`src/rtl/eis_pkg.sv`:
```
package eis_pkg;

  localparam int SENSE_W = 2;

  typedef enum logic [SENSE_W-1:0] {
    SNS_LOW  = 2'b00,
    SNS_RSVD = 2'b01,
    SNS_FALL = 2'b10,
    SNS_RISE = 2'b11
  } sense_e;

endpackage

```
`src/rtl/eis_sync.sv`:
```
module eis_sync #(
  parameter int STAGES = 2
) (
  input  logic clk,
  input  logic rst_n,
  input  logic d,
  output logic q
);

  logic [STAGES-1:0] chain_q;
  logic [STAGES-1:0] chain_d;

  always_comb begin
    chain_d = {chain_q[STAGES-2:0], d};
  end

  always_ff @(posedge clk or negedge rst_n) begin
    if (!rst_n) begin
      chain_q <= '0;
    end else begin
      chain_q <= chain_d;
    end
  end

  assign q = chain_q[STAGES-1];

endmodule

```
`src/rtl/eis_cfg_regs.sv`:
```
module eis_cfg_regs
  import eis_pkg::*;
#(
  parameter int N_PINS = 2,
  localparam int CFG_W = SENSE_W * N_PINS
) (
  input  logic              clk,
  input  logic              rst_n,
  input  logic              cfg_we,
  input  logic              cfg_sel,
  input  logic [CFG_W-1:0]  cfg_wdata,
  output logic [CFG_W-1:0]  sense_o,
  output logic [N_PINS-1:0] mask_o,
  output logic [N_PINS-1:0] chg_o
);

  logic [CFG_W-1:0]  sense_q, sense_d;
  logic [N_PINS-1:0] mask_q, mask_d;
  logic              sense_wr, mask_wr;

  always_comb begin
    sense_wr = cfg_we && !cfg_sel;
    mask_wr  = cfg_we &&  cfg_sel;
    sense_d  = sense_q;
    mask_d   = mask_q;
    if (sense_wr) sense_d = cfg_wdata;
    if (mask_wr)  mask_d  = cfg_wdata[N_PINS-1:0];
  end

  always_ff @(posedge clk or negedge rst_n) begin
    if (!rst_n) begin
      sense_q <= '0;
      mask_q  <= '0;
    end else begin
      if (sense_wr) sense_q <= sense_d;
      if (mask_wr)  mask_q  <= mask_d;
    end
  end

  for (genvar i = 0; i < N_PINS; i++) begin : g_chg
    assign chg_o[i] = sense_wr &&
      (cfg_wdata[SENSE_W*i +: SENSE_W] != sense_q[SENSE_W*i +: SENSE_W]);
  end

  assign sense_o = sense_q;
  assign mask_o  = mask_q;

  // a mask write takes effect on the next cycle
  p_mask_load_r10: assert property (@(posedge clk) disable iff (!rst_n)
    mask_wr |=> (mask_o == $past(cfg_wdata[N_PINS-1:0])));

endmodule

```
`src/rtl/eis_pin_detect.sv`:
```
module eis_pin_detect
  import eis_pkg::*;
#(
  parameter int SYNC_STAGES = 2
) (
  input  logic               clk,
  input  logic               rst_n,
  input  logic               pin_async,
  input  logic [SENSE_W-1:0] sense,
  input  logic               sense_chg,
  input  logic               ack,
  output logic               req_raw
);

  logic   cur;
  logic   prev_q;
  logic   pend_q, pend_d, pend_en;
  logic   fall_hit, rise_hit, edge_hit;
  sense_e mode;

  eis_sync #(.STAGES(SYNC_STAGES)) u_sync (
    .clk   (clk),
    .rst_n (rst_n),
    .d     (pin_async),
    .q     (cur)
  );

  always_comb begin
    mode     = sense_e'(sense);
    fall_hit = prev_q && !cur;
    rise_hit = !prev_q && cur;
    case (mode)
      SNS_FALL: edge_hit = fall_hit;
      SNS_RISE: edge_hit = rise_hit;
      default:  edge_hit = 1'b0;
    endcase
  end

  always_comb begin
    pend_en = sense_chg || edge_hit || ack;
    if (sense_chg)     pend_d = 1'b0;
    else if (edge_hit) pend_d = 1'b1;
    else               pend_d = 1'b0;
  end

  always_ff @(posedge clk or negedge rst_n) begin
    if (!rst_n) begin
      prev_q <= 1'b0;
      pend_q <= 1'b0;
    end else begin
      prev_q <= cur;
      if (pend_en) pend_q <= pend_d;
    end
  end

  always_comb begin
    case (mode)
      SNS_LOW:  req_raw = !cur;
      SNS_RSVD: req_raw = 1'b0;
      default:  req_raw = pend_q;
    endcase
  end

  // a sense change always leaves the pending flag clear
  p_chg_clears_r8: assert property (@(posedge clk) disable iff (!rst_n)
    sense_chg |=> !pend_q);

  // a detected transition beats a simultaneous acknowledge
  p_edge_beats_ack_r7: assert property (@(posedge clk) disable iff (!rst_n)
    (edge_hit && !sense_chg) |=> pend_q);

  // an acknowledge with no new transition clears the flag
  p_ack_clears_r7: assert property (@(posedge clk) disable iff (!rst_n)
    (ack && !edge_hit && !sense_chg) |=> !pend_q);

  // a pending flag is held until something clears it
  p_pend_hold_r4: assert property (@(posedge clk) disable iff (!rst_n)
    (pend_q && !ack && !sense_chg) |=> pend_q);

  // the reserved code never requests
  p_rsvd_quiet_r3: assert property (@(posedge clk) disable iff (!rst_n)
    (mode == SNS_RSVD) |-> !req_raw);

endmodule

```
`src/rtl/ext_irq_sense.sv`:
```
module ext_irq_sense
  import eis_pkg::*;
#(
  parameter int N_PINS      = 2,
  parameter int SYNC_STAGES = 2,
  localparam int CFG_W      = SENSE_W * N_PINS
) (
  input  logic              clk,
  input  logic              rst_n,
  input  logic              cfg_we,
  input  logic              cfg_sel,
  input  logic [CFG_W-1:0]  cfg_wdata,
  input  logic              glb_en,
  input  logic [N_PINS-1:0] pin_in,
  input  logic [N_PINS-1:0] irq_ack,
  output logic [N_PINS-1:0] irq_req
);

  logic              rst_n_int;
  logic [CFG_W-1:0]  sense_all;
  logic [N_PINS-1:0] mask_all;
  logic [N_PINS-1:0] chg_all;
  logic [N_PINS-1:0] raw_all;

  eis_sync #(.STAGES(2)) u_rst_sync (
    .clk   (clk),
    .rst_n (rst_n),
    .d     (1'b1),
    .q     (rst_n_int)
  );

  eis_cfg_regs #(.N_PINS(N_PINS)) u_cfg (
    .clk       (clk),
    .rst_n     (rst_n_int),
    .cfg_we    (cfg_we),
    .cfg_sel   (cfg_sel),
    .cfg_wdata (cfg_wdata),
    .sense_o   (sense_all),
    .mask_o    (mask_all),
    .chg_o     (chg_all)
  );

  for (genvar i = 0; i < N_PINS; i++) begin : g_pin
    eis_pin_detect #(.SYNC_STAGES(SYNC_STAGES)) u_det (
      .clk       (clk),
      .rst_n     (rst_n_int),
      .pin_async (pin_in[i]),
      .sense     (sense_all[SENSE_W*i +: SENSE_W]),
      .sense_chg (chg_all[i]),
      .ack       (irq_ack[i]),
      .req_raw   (raw_all[i])
    );
  end

  assign irq_req = raw_all & mask_all & {N_PINS{glb_en}};

  // clearing every mask bit silences all requests on the next cycle
  p_masked_quiet_r6: assert property (@(posedge clk) disable iff (!rst_n_int)
    (cfg_we && cfg_sel && (cfg_wdata[N_PINS-1:0] == '0)) |=> (irq_req == '0));

  // no request during the first cycle after reset release
  p_reset_quiet_r1: assert property (@(posedge clk)
    $rose(rst_n_int) |-> (irq_req == '0));

endmodule

```
`config.mk`:
```
export PLATFORM = sky130hd
export DESIGN_NAME = ext_irq_sense
export DESIGN_NICKNAME = d
export VERILOG_FILES = /design/src/rtl/eis_pkg.sv /design/src/rtl/eis_sync.sv /design/src/rtl/eis_cfg_regs.sv /design/src/rtl/eis_pin_detect.sv /design/src/rtl/ext_irq_sense.sv
export SDC_FILE = /design/constraint.sdc
export NUM_CORES = 1
export LEC_CHECK = 0
export BUFFER_PORTS_ARGS = -buffer_cell sky130_fd_sc_hd__buf_2
export CORE_AREA = 3 3 40 42
export CTS_BUF_LIST = sky130_fd_sc_hd__clkbuf_8
export DETAILED_ROUTE_END_ITERATION = 12
export DIE_AREA = 0 0 43 45
export PLACE_DENSITY = 0.74
export SLEW_MARGIN = 20
export SYNTH_ARGS = -nofsm -noshare
export SYNTH_HDL_FRONTEND = slang
export SYNTH_SLANG_ARGS = --single-unit
```
`constraint.sdc`:
```
create_clock -name clk -period 1.1 [get_ports clk]
set_input_delay 0.22 -clock clk [delete_from_list [all_inputs] [get_ports clk]]
set_output_delay 0.22 -clock clk [all_outputs]
set_load 0.02 [all_outputs]
```
==> impl_metrics.py <==
metrics = {
    "layout": {
        "layout_commonest_cell": "dfrtp_1",
        "diodes": 0,
        "nets": 94,
        "most-common-layout-cells": "dfrtp_1 (15), buf_2 (12), buf_4 (7)",
        "drive_gt1_share_pct": 50.0,
        "synthToLayoutAreaGrowth_pct": 41.7,
    },
    "routing": {
        "drc": 0,
        "routed-via-count": 509,
        "drt-initial-drc-count": 9,
        "wl_per_cell_microns": 15.8,
        "wl_met2_microns": 756,
        "drt-met1-wl_microns": 597,
        "wl_mm": 1.50,
        "ant_nets": 0,
        "vias_per_cell": 5.36,
        "routed.top_layer": "met4",
        "drt_first_pass_iters": 4,
        "met3WireLength_microns": 85,
    },
    "yosys": {
        "synth_edf_count": 0,
        "ys_warn_count": 0,
        "synthArstFlopShare_pct": 100,
        "synthFlopType": "dfrtp_1",
        "synth_top_area_share_pct": 61.4,
        "synth_area_leaders": "dfrtp_1 (61%), a21oi_1 (4.6%), mux2_4 (4.6%)",
        "synth_fp_nets": 68,
        "synth-seq-cells": 16,
        "syn_inst": 55,
        "yosysUniqueCellTypes": 16,
        "syn_avg_cell_area_sq_um": 11.9,
        "synth_top_cell_by_area": "dfrtp_1",
        "synthesis.area_sq_um": 652,
        "synth-seq-area-share_pct": 61.4,
    },
    "global_routing": {
        "grt_pass1_vias": 511,
        "grt_first_pass_wirelength_mm": 2.22,
        "antenna_found_initial": 0,
        "grtUsageTotal_pct": 16.4,
        "grt_max_degree": 10,
        "grt.overflow.total": 0,
    },
    "power_and_ir_drop": {
        "power_frac_comb_pct": 18.3,
        "power.density_nw_per_um2": 1580,
        "pwr-share-seq_pct": 46.6,
        "p_total_mw": 1.46,
        "netSwitchingFraction_pct": 24.7,
        "p_int_mw": 1.10,
        "p_leak_nw": 0.427,
        "pwr-share-clk_pct": 35.1,
        "switchingPower_mw": 0.360,
        "vdd_ir_drop_max_mv": 0.834,
    },
    "timing": {
        "finalClockSkew_ps": 5.51,
        "layout_min_cycle_time_ps": 1330,
        "hold_violations": 0,
        "setup_slack_ps": -232,
        "drv_slew": 0,
        "setup_violations": 2,
        "rsz0062_at_grt": "true",
        "period_share_pct": 121,
        "timing.hold.ws_ps": 77.2,
        "fmax_mhz": 751,
    },
    "critical_path": {
        "critPathLaunchType": "flop",
        "cp-end-kind": "primary output",
        "crit_fanout": 3,
        "worstSetupPathType": "flop to primary output",
        "crit_chain": "nor3_2, a21oi_1, nor2_2, buf_4",
        "slowest_stage": "dfrtp_1",
        "cp_data_arrival_time_ps": 1110,
        "worstPathRequired_ps": 880,
        "slowest_delay_ps": 410,
    },
    "floorplanning": {
        "die_w_microns": 43,
        "dieArea_sq_um": 1940,
        "pin_count": 15,
        "start_util_pct": 50.7,
        "die_h_microns": 45,
        "coreArea_sq_um": 1280,
        "rows": 13,
    },
    "clock_network": {
        "root_buffer": "clkbuf_8",
        "path_clk_slew_ps": 60,
        "clk_latency_ps": 250,
        "htree_levels": 1,
        "clk_path_buf_depth": 2,
        "cts_sinks": 16,
        "numCtsBuffers": 3,
        "cts_tree": "yes",
    },
    "flow_run": {
        "drv_cap": 0,
    },
    "placement": {
        "port_buffers": 14,
        "place_hpwl_microns": 967,
        "gp_congestion": 0.715,
    },
    "status": {
        "status": "finished, violations left",
        "violations": "negative setup slack",
    },
    "worst_hold_path": {
        "hp-class": "input port to flop",
    },
}
[state kept, by name (all words and copies together), names as in the netlist]
signal / flops
g_pin.u_det.pend_q: 2
g_pin.u_det.prev_q: 2
g_pin.u_det.u_sync.chain_q: 4
u_cfg.mask_o: 2
u_cfg.sense_o: 4
u_rst_sync.chain_q: 2
[timing repair]
item                                   in CTS  in global routing
pin swaps                                   0                  3
hold buffers                                1                  0
setup endpoints to repair                   2                  4
resized for setup                           4                 10
endpoints found under the hold margin       2                  0
buffers inserted                            1                  2
[area by class of cell]
type	instances	area (sq um)
Fill cell	104	362
Tap cell	15	18.8
Multi-Input combinational cell	39	314
Clock buffer	4	55.1
Sequential cell	16	402
Timing Repair Buffer	21	134
[per-layer routing]
metal  global-route usage (%)  up-vias
li1                         -      237
met1                     17.2      241
met2                     28.1       23
met3                     7.17        8
met4                     8.43        0
met5                        0        -
[stage by stage]
step	util, %	setup WS [ps]	cell area, sq um	std cells	TNS, ps
floorplan	-	38.8	657	55	0
global placement	60.4	3.93	776	88	0
detailed placement	60.4	-5.13	776	88	-5.13
CTS	67.1	-226	862	94	-442
global route	71.9	-289	923	95	-641
finish	71.9	-232	923	95	-438
[logic make-up after synthesis]
family	count (synthesis)	share of synthesized area, %
and+or+nand+nor	24	20.0
muxes	4	8.06
other	1	0.575
xor gates and xnor gates	2	2.69
AOI/OAI and AO/OA	8	7.29
DFF	16	61.4
[worst max-delay path, delay by kind of cell, from the launching register on]
kind	cells	cell delay (ps)
buffers and inverters	1	140
and+or+nand+nor	2	250
DFF	1	410
AOI/OAI and AO/OA	1	70
[path summary, 6_finish.rpt]
check / start / end / slack [ps] / cells after the start
worst max-delay path: u_cfg.sense_o[3]$_DFFE_PN0P_ / irq_req[1] / -230 / 4
worst max register to register: g_pin[1].u_det.u_sync.chain_q[1]$_DFF_PN0_ / g_pin[1].u_det.pend_q$_DFFE_PN0P_ / 20 / 4
worst min-delay path: pin_in[0] / g_pin[0].u_det.u_sync.chain_q[0]$_DFF_PN0_ / 80 / 1
min in group asynchronous: u_rst_sync.chain_q[1]$_DFF_PN0_ / g_pin[1].u_det.pend_q$_DFFE_PN0P_ / 110 / 0
worst min register to register: u_rst_sync.chain_q[1]$_DFF_PN0_ / g_pin[1].u_det.pend_q$_DFFE_PN0P_ / 110 / 0
max in group asynchronous: u_rst_sync.chain_q[1]$_DFF_PN0_ / g_pin[0].u_det.u_sync.chain_q[1]$_DFF_PN0_ / 550 / 1
[synthesized netlist by cell type, types with 2 or more instances]
cell	number
dfrtp_1	16
a21oi_1	6
nand2_1	6
nor2_1	4
nor2b_1	4
nor3_1	4
a221oi_1	2
mux2_4	2
nand2b_1	2
nand3b_1	2
xnor2_1	2
[power by group through the flow]
stage	clock, mW	combinational [mW]	sequential (mW)
after floorplan	0	0.109	0.691
after CTS	0.527	0.221	0.676
after global placement	0	0.196	0.684
final	0.513	0.267	0.682
after detailed placement	0	0.203	0.686
after global routing	0.559	0.290	0.690
Power figures use the tool's default switching activity.
